<file path="src/rtl/msi_ai_pkg.sv">
package msi_ai_pkg;
  typedef enum logic [1:0] {ST_IDLE, ST_IND, ST_SUM} seq_state_e;

  localparam logic [63:0] RD_PATTERN = 64'h0000_0000_FFFF_FFFF;

  // MSB-first bit select within a byte
  function automatic logic [7:0] msb_mask(input logic [2:0] pos);
    return 8'h80 >> pos;
  endfunction
endpackage

</file>
<file path="src/rtl/msi_ai_split.sv">
module msi_ai_split #(
  parameter int DATA_W = 32,
  parameter int VEC_W  = 8,
  localparam int FID_W = DATA_W - VEC_W
) (
  input  logic [DATA_W-1:0] data_i,
  output logic [FID_W-1:0]  fid_o,
  output logic [VEC_W-1:0]  vec_o
);
  assign fid_o = data_i[DATA_W-1:VEC_W];
  assign vec_o = data_i[VEC_W-1:0];
endmodule

</file>
<file path="src/rtl/msi_ai_locate.sv">
module msi_ai_locate
  import msi_ai_pkg::*;
#(
  parameter int MADDR_W = 32,
  parameter int OFF_W   = 16,
  parameter int VEC_W   = 8,
  localparam int BITN_W = ((OFF_W > VEC_W) ? OFF_W : VEC_W) + 1
) (
  input  logic [MADDR_W-1:0] base_i,
  input  logic [OFF_W-1:0]   off_i,
  input  logic [VEC_W-1:0]   vec_i,
  output logic [MADDR_W-1:0] addr_o,
  output logic [7:0]         mask_o
);
  logic [BITN_W-1:0]         bitn;
  logic [BITN_W-1:0]         byte_idx;
  logic [MADDR_W+BITN_W-1:0] full_addr;

  assign bitn      = {{(BITN_W-OFF_W){1'b0}}, off_i} + {{(BITN_W-VEC_W){1'b0}}, vec_i};
  assign byte_idx  = bitn >> 3;
  assign full_addr = {{BITN_W{1'b0}}, base_i} + {{MADDR_W{1'b0}}, byte_idx};
  assign addr_o    = full_addr[MADDR_W-1:0];
  assign mask_o    = msb_mask(bitn[2:0]);
endmodule

</file>
<file path="src/rtl/msi_ai_seq.sv">
module msi_ai_seq
  import msi_ai_pkg::*;
#(
  parameter int          FID_W          = 24,
  parameter int          VEC_W          = 8,
  parameter int          MADDR_W        = 32,
  parameter int          QUAL_SHIFT     = 8,
  parameter int          AI_BIT         = 31,
  parameter logic [15:0] EVT_UNKNOWN_FN = 16'h0063,
  parameter logic [15:0] EVT_IND_FAIL   = 16'h0064
) (
  input  logic               clk_i,
  input  logic               rst_ni,
  input  logic               accept_i,
  input  logic [FID_W-1:0]   fid_i,
  input  logic [VEC_W-1:0]   vec_i,
  input  logic [MADDR_W-1:0] msi_addr_i,
  input  logic               hit_i,
  input  logic               en_i,
  input  logic [2:0]         cls_i,
  input  logic [MADDR_W-1:0] ind_addr_i,
  input  logic [7:0]         ind_mask_i,
  input  logic [MADDR_W-1:0] sum_addr_i,
  input  logic [7:0]         sum_mask_i,
  output logic               idle_o,
  output logic               mem_req_o,
  output logic [MADDR_W-1:0] mem_addr_o,
  output logic [7:0]         mem_mask_o,
  input  logic               mem_ack_i,
  input  logic               mem_err_i,
  input  logic [7:0]         mem_old_i,
  output logic               irq_valid_o,
  output logic [31:0]        irq_word_o,
  output logic               evt_valid_o,
  output logic [15:0]        evt_code_o,
  output logic [FID_W-1:0]   evt_fid_o,
  output logic [MADDR_W-1:0] evt_addr_o,
  output logic [31:0]        evt_qual_o
);
  seq_state_e         state_q;
  logic [MADDR_W-1:0] ind_addr_q, sum_addr_q;
  logic [7:0]         ind_mask_q, sum_mask_q;
  logic [2:0]         cls_q;
  logic [31:0]        qual_w;
  logic [31:0]        word_w;

  assign qual_w = {{(32-VEC_W){1'b0}}, vec_i} << QUAL_SHIFT;
  assign word_w = ({29'd0, cls_q} << 27) | (32'd1 << AI_BIT);

  assign idle_o     = (state_q == ST_IDLE);
  assign mem_req_o  = (state_q != ST_IDLE);
  assign mem_addr_o = (state_q == ST_IND) ? ind_addr_q : sum_addr_q;
  assign mem_mask_o = (state_q == ST_IND) ? ind_mask_q : sum_mask_q;

  always_ff @(posedge clk_i or negedge rst_ni) begin
    if (!rst_ni) begin
      state_q     <= ST_IDLE;
      ind_addr_q  <= '0;
      sum_addr_q  <= '0;
      ind_mask_q  <= '0;
      sum_mask_q  <= '0;
      cls_q       <= '0;
      irq_valid_o <= 1'b0;
      irq_word_o  <= '0;
      evt_valid_o <= 1'b0;
      evt_code_o  <= '0;
      evt_fid_o   <= '0;
      evt_addr_o  <= '0;
      evt_qual_o  <= '0;
    end else begin
      irq_valid_o <= 1'b0;
      evt_valid_o <= 1'b0;
      unique case (state_q)
        ST_IDLE: begin
          if (accept_i) begin
            if (!hit_i) begin
              evt_valid_o <= 1'b1;
              evt_code_o  <= EVT_UNKNOWN_FN;
              evt_fid_o   <= fid_i;
              evt_addr_o  <= msi_addr_i;
              evt_qual_o  <= qual_w;
            end else if (en_i) begin
              ind_addr_q <= ind_addr_i;
              ind_mask_q <= ind_mask_i;
              sum_addr_q <= sum_addr_i;
              sum_mask_q <= sum_mask_i;
              cls_q      <= cls_i;
              state_q    <= ST_IND;
            end
          end
        end
        ST_IND: begin
          if (mem_ack_i) begin
            if (mem_err_i) begin
              evt_valid_o <= 1'b1;
              evt_code_o  <= EVT_IND_FAIL;
              evt_fid_o   <= '0;
              evt_addr_o  <= '0;
              evt_qual_o  <= '0;
            end
            state_q <= ST_SUM;
          end
        end
        ST_SUM: begin
          if (mem_ack_i) begin
            if (mem_err_i) begin
              evt_valid_o <= 1'b1;
              evt_code_o  <= EVT_IND_FAIL;
              evt_fid_o   <= '0;
              evt_addr_o  <= '0;
              evt_qual_o  <= '0;
            end else if (mem_old_i == 8'h00) begin
              irq_valid_o <= 1'b1;
              irq_word_o  <= word_w;
            end
            state_q <= ST_IDLE;
          end
        end
        default: state_q <= ST_IDLE;
      endcase
    end
  end
endmodule

</file>
<file path="src/rtl/msi_ai_conv.sv">
module msi_ai_conv
  import msi_ai_pkg::*;
#(
  parameter int          DATA_W         = 32,
  parameter int          VEC_W          = 8,
  parameter int          OFF_W          = 16,
  parameter int          MADDR_W        = 32,
  parameter int          QUAL_SHIFT     = 8,
  parameter int          AI_BIT         = 31,
  parameter logic [15:0] EVT_UNKNOWN_FN = 16'h0063,
  parameter logic [15:0] EVT_IND_FAIL   = 16'h0064,
  localparam int         FID_W          = DATA_W - VEC_W
) (
  input  logic               clk_i,
  input  logic               rst_ni,
  input  logic               msi_valid_i,
  input  logic               msi_write_i,
  input  logic [DATA_W-1:0]  msi_data_i,
  input  logic [MADDR_W-1:0] msi_addr_i,
  output logic               msi_ready_o,
  output logic               msi_rvalid_o,
  output logic [63:0]        msi_rdata_o,
  output logic [FID_W-1:0]   route_fid_o,
  input  logic               route_hit_i,
  input  logic               route_en_i,
  input  logic [2:0]         route_cls_i,
  input  logic [MADDR_W-1:0] route_ind_base_i,
  input  logic [OFF_W-1:0]   route_ind_off_i,
  input  logic [MADDR_W-1:0] route_sum_base_i,
  input  logic [OFF_W-1:0]   route_sum_off_i,
  output logic               mem_req_o,
  output logic [MADDR_W-1:0] mem_addr_o,
  output logic [7:0]         mem_mask_o,
  input  logic               mem_ack_i,
  input  logic               mem_err_i,
  input  logic [7:0]         mem_old_i,
  output logic               irq_valid_o,
  output logic [31:0]        irq_word_o,
  output logic               evt_valid_o,
  output logic [15:0]        evt_code_o,
  output logic [FID_W-1:0]   evt_fid_o,
  output logic [MADDR_W-1:0] evt_addr_o,
  output logic [31:0]        evt_qual_o
);
  localparam int N_LOC = 2;  // 0: device indicator, 1: summary

  logic [VEC_W-1:0]              vec;
  logic                          idle;
  logic                          wr_accept, rd_accept;
  logic                          rvalid_q;
  logic [N_LOC-1:0][MADDR_W-1:0] loc_base, loc_addr;
  logic [N_LOC-1:0][OFF_W-1:0]   loc_off;
  logic [N_LOC-1:0][VEC_W-1:0]   loc_vec;
  logic [N_LOC-1:0][7:0]         loc_mask;

  msi_ai_split #(.DATA_W(DATA_W), .VEC_W(VEC_W)) u_split (
    .data_i (msi_data_i),
    .fid_o  (route_fid_o),
    .vec_o  (vec)
  );

  assign loc_base[0] = route_ind_base_i;
  assign loc_off[0]  = route_ind_off_i;
  assign loc_vec[0]  = vec;
  assign loc_base[1] = route_sum_base_i;
  assign loc_off[1]  = route_sum_off_i;
  assign loc_vec[1]  = '0;

  for (genvar g = 0; g < N_LOC; g++) begin : g_loc
    msi_ai_locate #(.MADDR_W(MADDR_W), .OFF_W(OFF_W), .VEC_W(VEC_W)) u_loc (
      .base_i (loc_base[g]),
      .off_i  (loc_off[g]),
      .vec_i  (loc_vec[g]),
      .addr_o (loc_addr[g]),
      .mask_o (loc_mask[g])
    );
  end

  assign msi_ready_o = idle;
  assign wr_accept   = msi_valid_i && msi_write_i && idle;
  assign rd_accept   = msi_valid_i && !msi_write_i && idle;

  msi_ai_seq #(
    .FID_W(FID_W), .VEC_W(VEC_W), .MADDR_W(MADDR_W), .QUAL_SHIFT(QUAL_SHIFT),
    .AI_BIT(AI_BIT), .EVT_UNKNOWN_FN(EVT_UNKNOWN_FN), .EVT_IND_FAIL(EVT_IND_FAIL)
  ) u_seq (
    .clk_i       (clk_i),
    .rst_ni      (rst_ni),
    .accept_i    (wr_accept),
    .fid_i       (route_fid_o),
    .vec_i       (vec),
    .msi_addr_i  (msi_addr_i),
    .hit_i       (route_hit_i),
    .en_i        (route_en_i),
    .cls_i       (route_cls_i),
    .ind_addr_i  (loc_addr[0]),
    .ind_mask_i  (loc_mask[0]),
    .sum_addr_i  (loc_addr[1]),
    .sum_mask_i  (loc_mask[1]),
    .idle_o      (idle),
    .mem_req_o   (mem_req_o),
    .mem_addr_o  (mem_addr_o),
    .mem_mask_o  (mem_mask_o),
    .mem_ack_i   (mem_ack_i),
    .mem_err_i   (mem_err_i),
    .mem_old_i   (mem_old_i),
    .irq_valid_o (irq_valid_o),
    .irq_word_o  (irq_word_o),
    .evt_valid_o (evt_valid_o),
    .evt_code_o  (evt_code_o),
    .evt_fid_o   (evt_fid_o),
    .evt_addr_o  (evt_addr_o),
    .evt_qual_o  (evt_qual_o)
  );

  always_ff @(posedge clk_i or negedge rst_ni) begin
    if (!rst_ni) rvalid_q <= 1'b0;
    else         rvalid_q <= rd_accept;
  end

  assign msi_rvalid_o = rvalid_q;
  assign msi_rdata_o  = rvalid_q ? RD_PATTERN : 64'd0;
endmodule

</file>
<file path="config.mk">
export PLATFORM = sky130hd
export DESIGN_NAME = msi_ai_conv
export DESIGN_NICKNAME = d
export VERILOG_FILES = /design/src/rtl/msi_ai_pkg.sv /design/src/rtl/msi_ai_split.sv /design/src/rtl/msi_ai_locate.sv /design/src/rtl/msi_ai_seq.sv /design/src/rtl/msi_ai_conv.sv
export SDC_FILE = /design/constraint.sdc
export NUM_CORES = 1
export LEC_CHECK = 0
export BUFFER_PORTS_ARGS = -buffer_cell sky130_fd_sc_hd__buf_2
export CAP_MARGIN = 20
export CORE_AREA = 2 2 174 176
export CTS_BUF_LIST = sky130_fd_sc_hd__clkbuf_8
export CTS_CLUSTER_SIZE = 14
export DETAILED_ROUTE_END_ITERATION = 10
export DIE_AREA = 0 0 176 178
export HOLD_SLACK_MARGIN = 0.1
export PLACE_DENSITY = 0.71
export SKIP_CTS_REPAIR_TIMING = 1
export SYNTH_ARGS = -nofsm -noshare
export SYNTH_HDL_FRONTEND = slang
export SYNTH_SLANG_ARGS = --single-unit
</file>
<file path="constraint.sdc">
create_clock -name clk_i -period 4.8 [get_ports clk_i]
set_clock_uncertainty 0.15 [all_clocks]
set_input_delay 0.24 -clock clk_i [delete_from_list [all_inputs] [get_ports clk_i]]
set_output_delay 0.24 -clock clk_i [all_outputs]
set_load 0.05 [all_outputs]
</file>
==> qor.yml <==
status: "completed"
synthFlopType: "dfrtp_1"
cp.required_ns: 4.98
overflow: 0
ant_nets: 0
crit_arrival_ns: 4.74
max_slew_margin_pct: 40.7
async_reset_ff_share_pct: 100
track_usage_pct: 16.8
ys_seq_area_share_pct: 38.4
post-dp-hpwl_mm: 21.3
clk_pin_slew_ns: 0.09
period_needed_ns: 4.56
worstSkewPairLatency_ns: 0.45
hold_path_class: "in2reg"
p_sw_uw: 4340
die-width_um: 176
finalCritPeriodShare_pct: 94.9
cts_made_buffers: 17
grt_max_degree: 104
cts_tree: "done"
rsz0062_at_grt: "false"
yosys.cell_types.count: 70
place_ws_ns: 0.405
power_frac_clock_pct: 13.1
antenna_cells: 0
yosys.area.top_type_share_pct: 38.4
p_comb_share_pct: 59.2
crit_path_cell_trace: "dlygate4sd3_1 -> buf_2 -> ha_1 -> nor2b_1 -> o21ai_1 -> a21boi_1 -> o311a_1 -> o22ai_2 -> nor2_1 -> xor2_1 -> ha_1 -> a21o_1 -> a21oi_1 -> o21ai_2 -> o31ai_4 -> nor2_1 -> xnor2_1 -> dlygate4sd3_1 -> o21ai_1"
pwr-share-seq_pct: 27.6
clock_path_buffers: 2
critPathKind: "in2reg"
synth_edf_count: 0
dr_total_vias: 9097
dr.pass1.iters: 5
synth_warnings: 0
drv_cap: 0
final.setup.tns_ns: 0
post_drt_wl_per_cell_um: 15.2
fp.dieH_um: 178
synthTopCellsByArea: "dfrtp_1, buf_4, nand2_1"
grt_pass1_vias: 7811
io_pins: 448
fmax_mhz: 219
drive_gt1_share_pct: 29.8
fin_ws_ns: 0.243
hold_viol: 0
ir_drop_mv: 0.330
cts.sinks: 159
leakage_uw: 0.00677
p_per_area_nw_per_um2: 599
worst_pin_slew_ns: 0.889
drc: 0
slew_viol_final: 0
path_max_fanout: 9
start_kind: "primary input"
finalSetupViolations: 0
synth_seq_cells: 159
switching_share_pct: 54.0
synth_area_um2: 10400
grt_pass1_wl_mm: 41.4
start_util_pct: 35.3
rows: 63
cts_max_level: 4
yosys.area.top_type: "dfrtp_1"
cp-end-kind: "register"
nets: 1772
grt_antenna_before_repair: 3
via_per_inst: 4.66
wl_mm: 29.6
synth.most_common_cell: "nand2_1"
port_buffers: 352
gp_congestion: 0.855
internal-power_uw: 3700
slowest_delay_ns: 0.58
area_delta_synth_final_pct: 29.4
synthCells: 1152
r2r_slack_ns: 1.80
die_area_um2: 31300
synth_top_cells_by_count: "nand2_1, dfrtp_1, buf_4, o21ai_0, nand2b_1"
core_area_um2: 29400
cts_root_buf: "clkbuf_8"
fillers: 2801
crit_slowest_cell: "dlygate4sd3_1"
first_iter_violations: 464
postSynthAreaPerCell_um2: 9.00
[placed cells by master (no fill, tap or decap), types with 5 or more instances in the layout]
master	Yosys	layout
o21ai_1	39	39
xor2_1	30	30
clkbuf_8	1	17
o41ai_1	6	6
and3_1	9	9
nand2_1	203	202
and3_4	5	5
dlygate4sd3_1	0	133
o211ai_2	5	5
inv_1	18	18
a21o_1	15	15
dfrtp_1	159	159
inv_6	0	5
mux2_2	41	41
nand3_1	18	18
ha_1	39	38
nand2b_1	69	69
o31ai_1	12	12
conb_1	1	95
nand4_1	10	10
nor2_1	32	32
o21ai_0	103	103
xnor2_1	37	37
a21oi_1	30	30
buf_2	4	351
[power groups by stage]
stage | Sequential (uW) | Clock, uW | Combinational, uW
after detailed placement | 2250 | 0 | 4650
after floorplan | 3020 | 0 | 2930
after global routing | 2290 | 1160 | 5120
after CTS | 2220 | 1100 | 4660
final | 2220 | 1060 | 4760
after global placement | 2220 | 0 | 4600
[per-stage QoR]
step,instance area (um2),hold WS (ns),cells,utilization (%),power (uW)
floorplan,10700,-0.206,1246,-,5940
detailed placement,11700,0.136,1789,39.7,6900
global placement,11700,0.133,1789,39.7,6830
global route,13400,0.102,1953,45.7,8570
finish,13400,0.0797,1953,45.7,8040
CTS,12100,-0.402,1820,41.1,7990
[cell type report]
cell class / count / area, um2 / area share (%)
Multi-Input combinational cell: 865 / 5320 / 39.6
Sequential cell: 159 / 3980 / 29.6
Timing Repair Buffer: 490 / 3160 / 23.6
Tap cell: 390 / 488 / 3.64
Clock buffer: 17 / 234 / 1.74
Clock inverter: 14 / 173 / 1.29
Inverter: 18 / 67.6 / 0.503
[flip-flops by register name, indices dropped and copies added (netlist names)]
register / flops
u_seq.sum_mask_q: 8
u_seq.evt_valid_o: 1
u_seq.state_q: 2
u_seq.irq_word_o: 4
u_seq.ind_addr_q: 32
msi_rvalid_o: 1
u_seq.sum_addr_q: 32
u_seq.evt_qual_o: 8
u_seq.evt_code_o: 3
u_seq.evt_fid_o: 24
u_seq.evt_addr_o: 32
u_seq.cls_q: 3
u_seq.irq_valid_o: 1
u_seq.ind_mask_q: 8
[logic make-up (layout without fill, tap and decap cells)]
group	after synthesis	in the layout	synth area share [%]
buffers and inverters	222	539	13.9
adder cells (fa/ha/maj)	42	42	5.28
AND/OR/NAND/NOR	373	373	17.3
multiplexers	42	42	4.55
other	1	95	0.0362
AO/OA/AOI/OAI	246	246	14.9
XOR/XNOR	67	67	5.66
flip-flops	159	159	38.4
[critical path, delay by kind of cell]
family / cells / cell delay (ns)
xor+xnor: 2 / 0.31
simple gates: 3 / 0.34
buf+inv: 3 / 1.24
fa+ha+maj: 2 / 0.73
compound gates: 9 / 1.87
[final timing paths]
check                                       endpoint                  from  cells after the start
worst max register to register    u_seq.evt_fid_o[9]      u_seq.state_q[0]                      8
max in group asynchronous        u_seq.sum_mask_q[0]                rst_ni                      3
min in group asynchronous       u_seq.sum_addr_q[23]                rst_ni                      2
worst min-delay path                u_seq.state_q[1]            route_en_i                      5
worst max-delay path            u_seq.ind_addr_q[22]         msi_data_i[2]                     19
worst min register to register  u_seq.irq_word_o[27]  u_seq.irq_word_o[27]                      2
[metal layers]
layer | vias to the layer above | routed length [um] | track usage, %
li1 | 4463 | - | -
met1 | 4238 | 12100 | 20.5
met2 | 343 | 14900 | 29.1
met3 | 47 | 1980 | 4.88
met4 | 6 | 583 | 4.30
met5 | - | 46 | 0
Note: power is estimated with default switching activity, not from simulation.
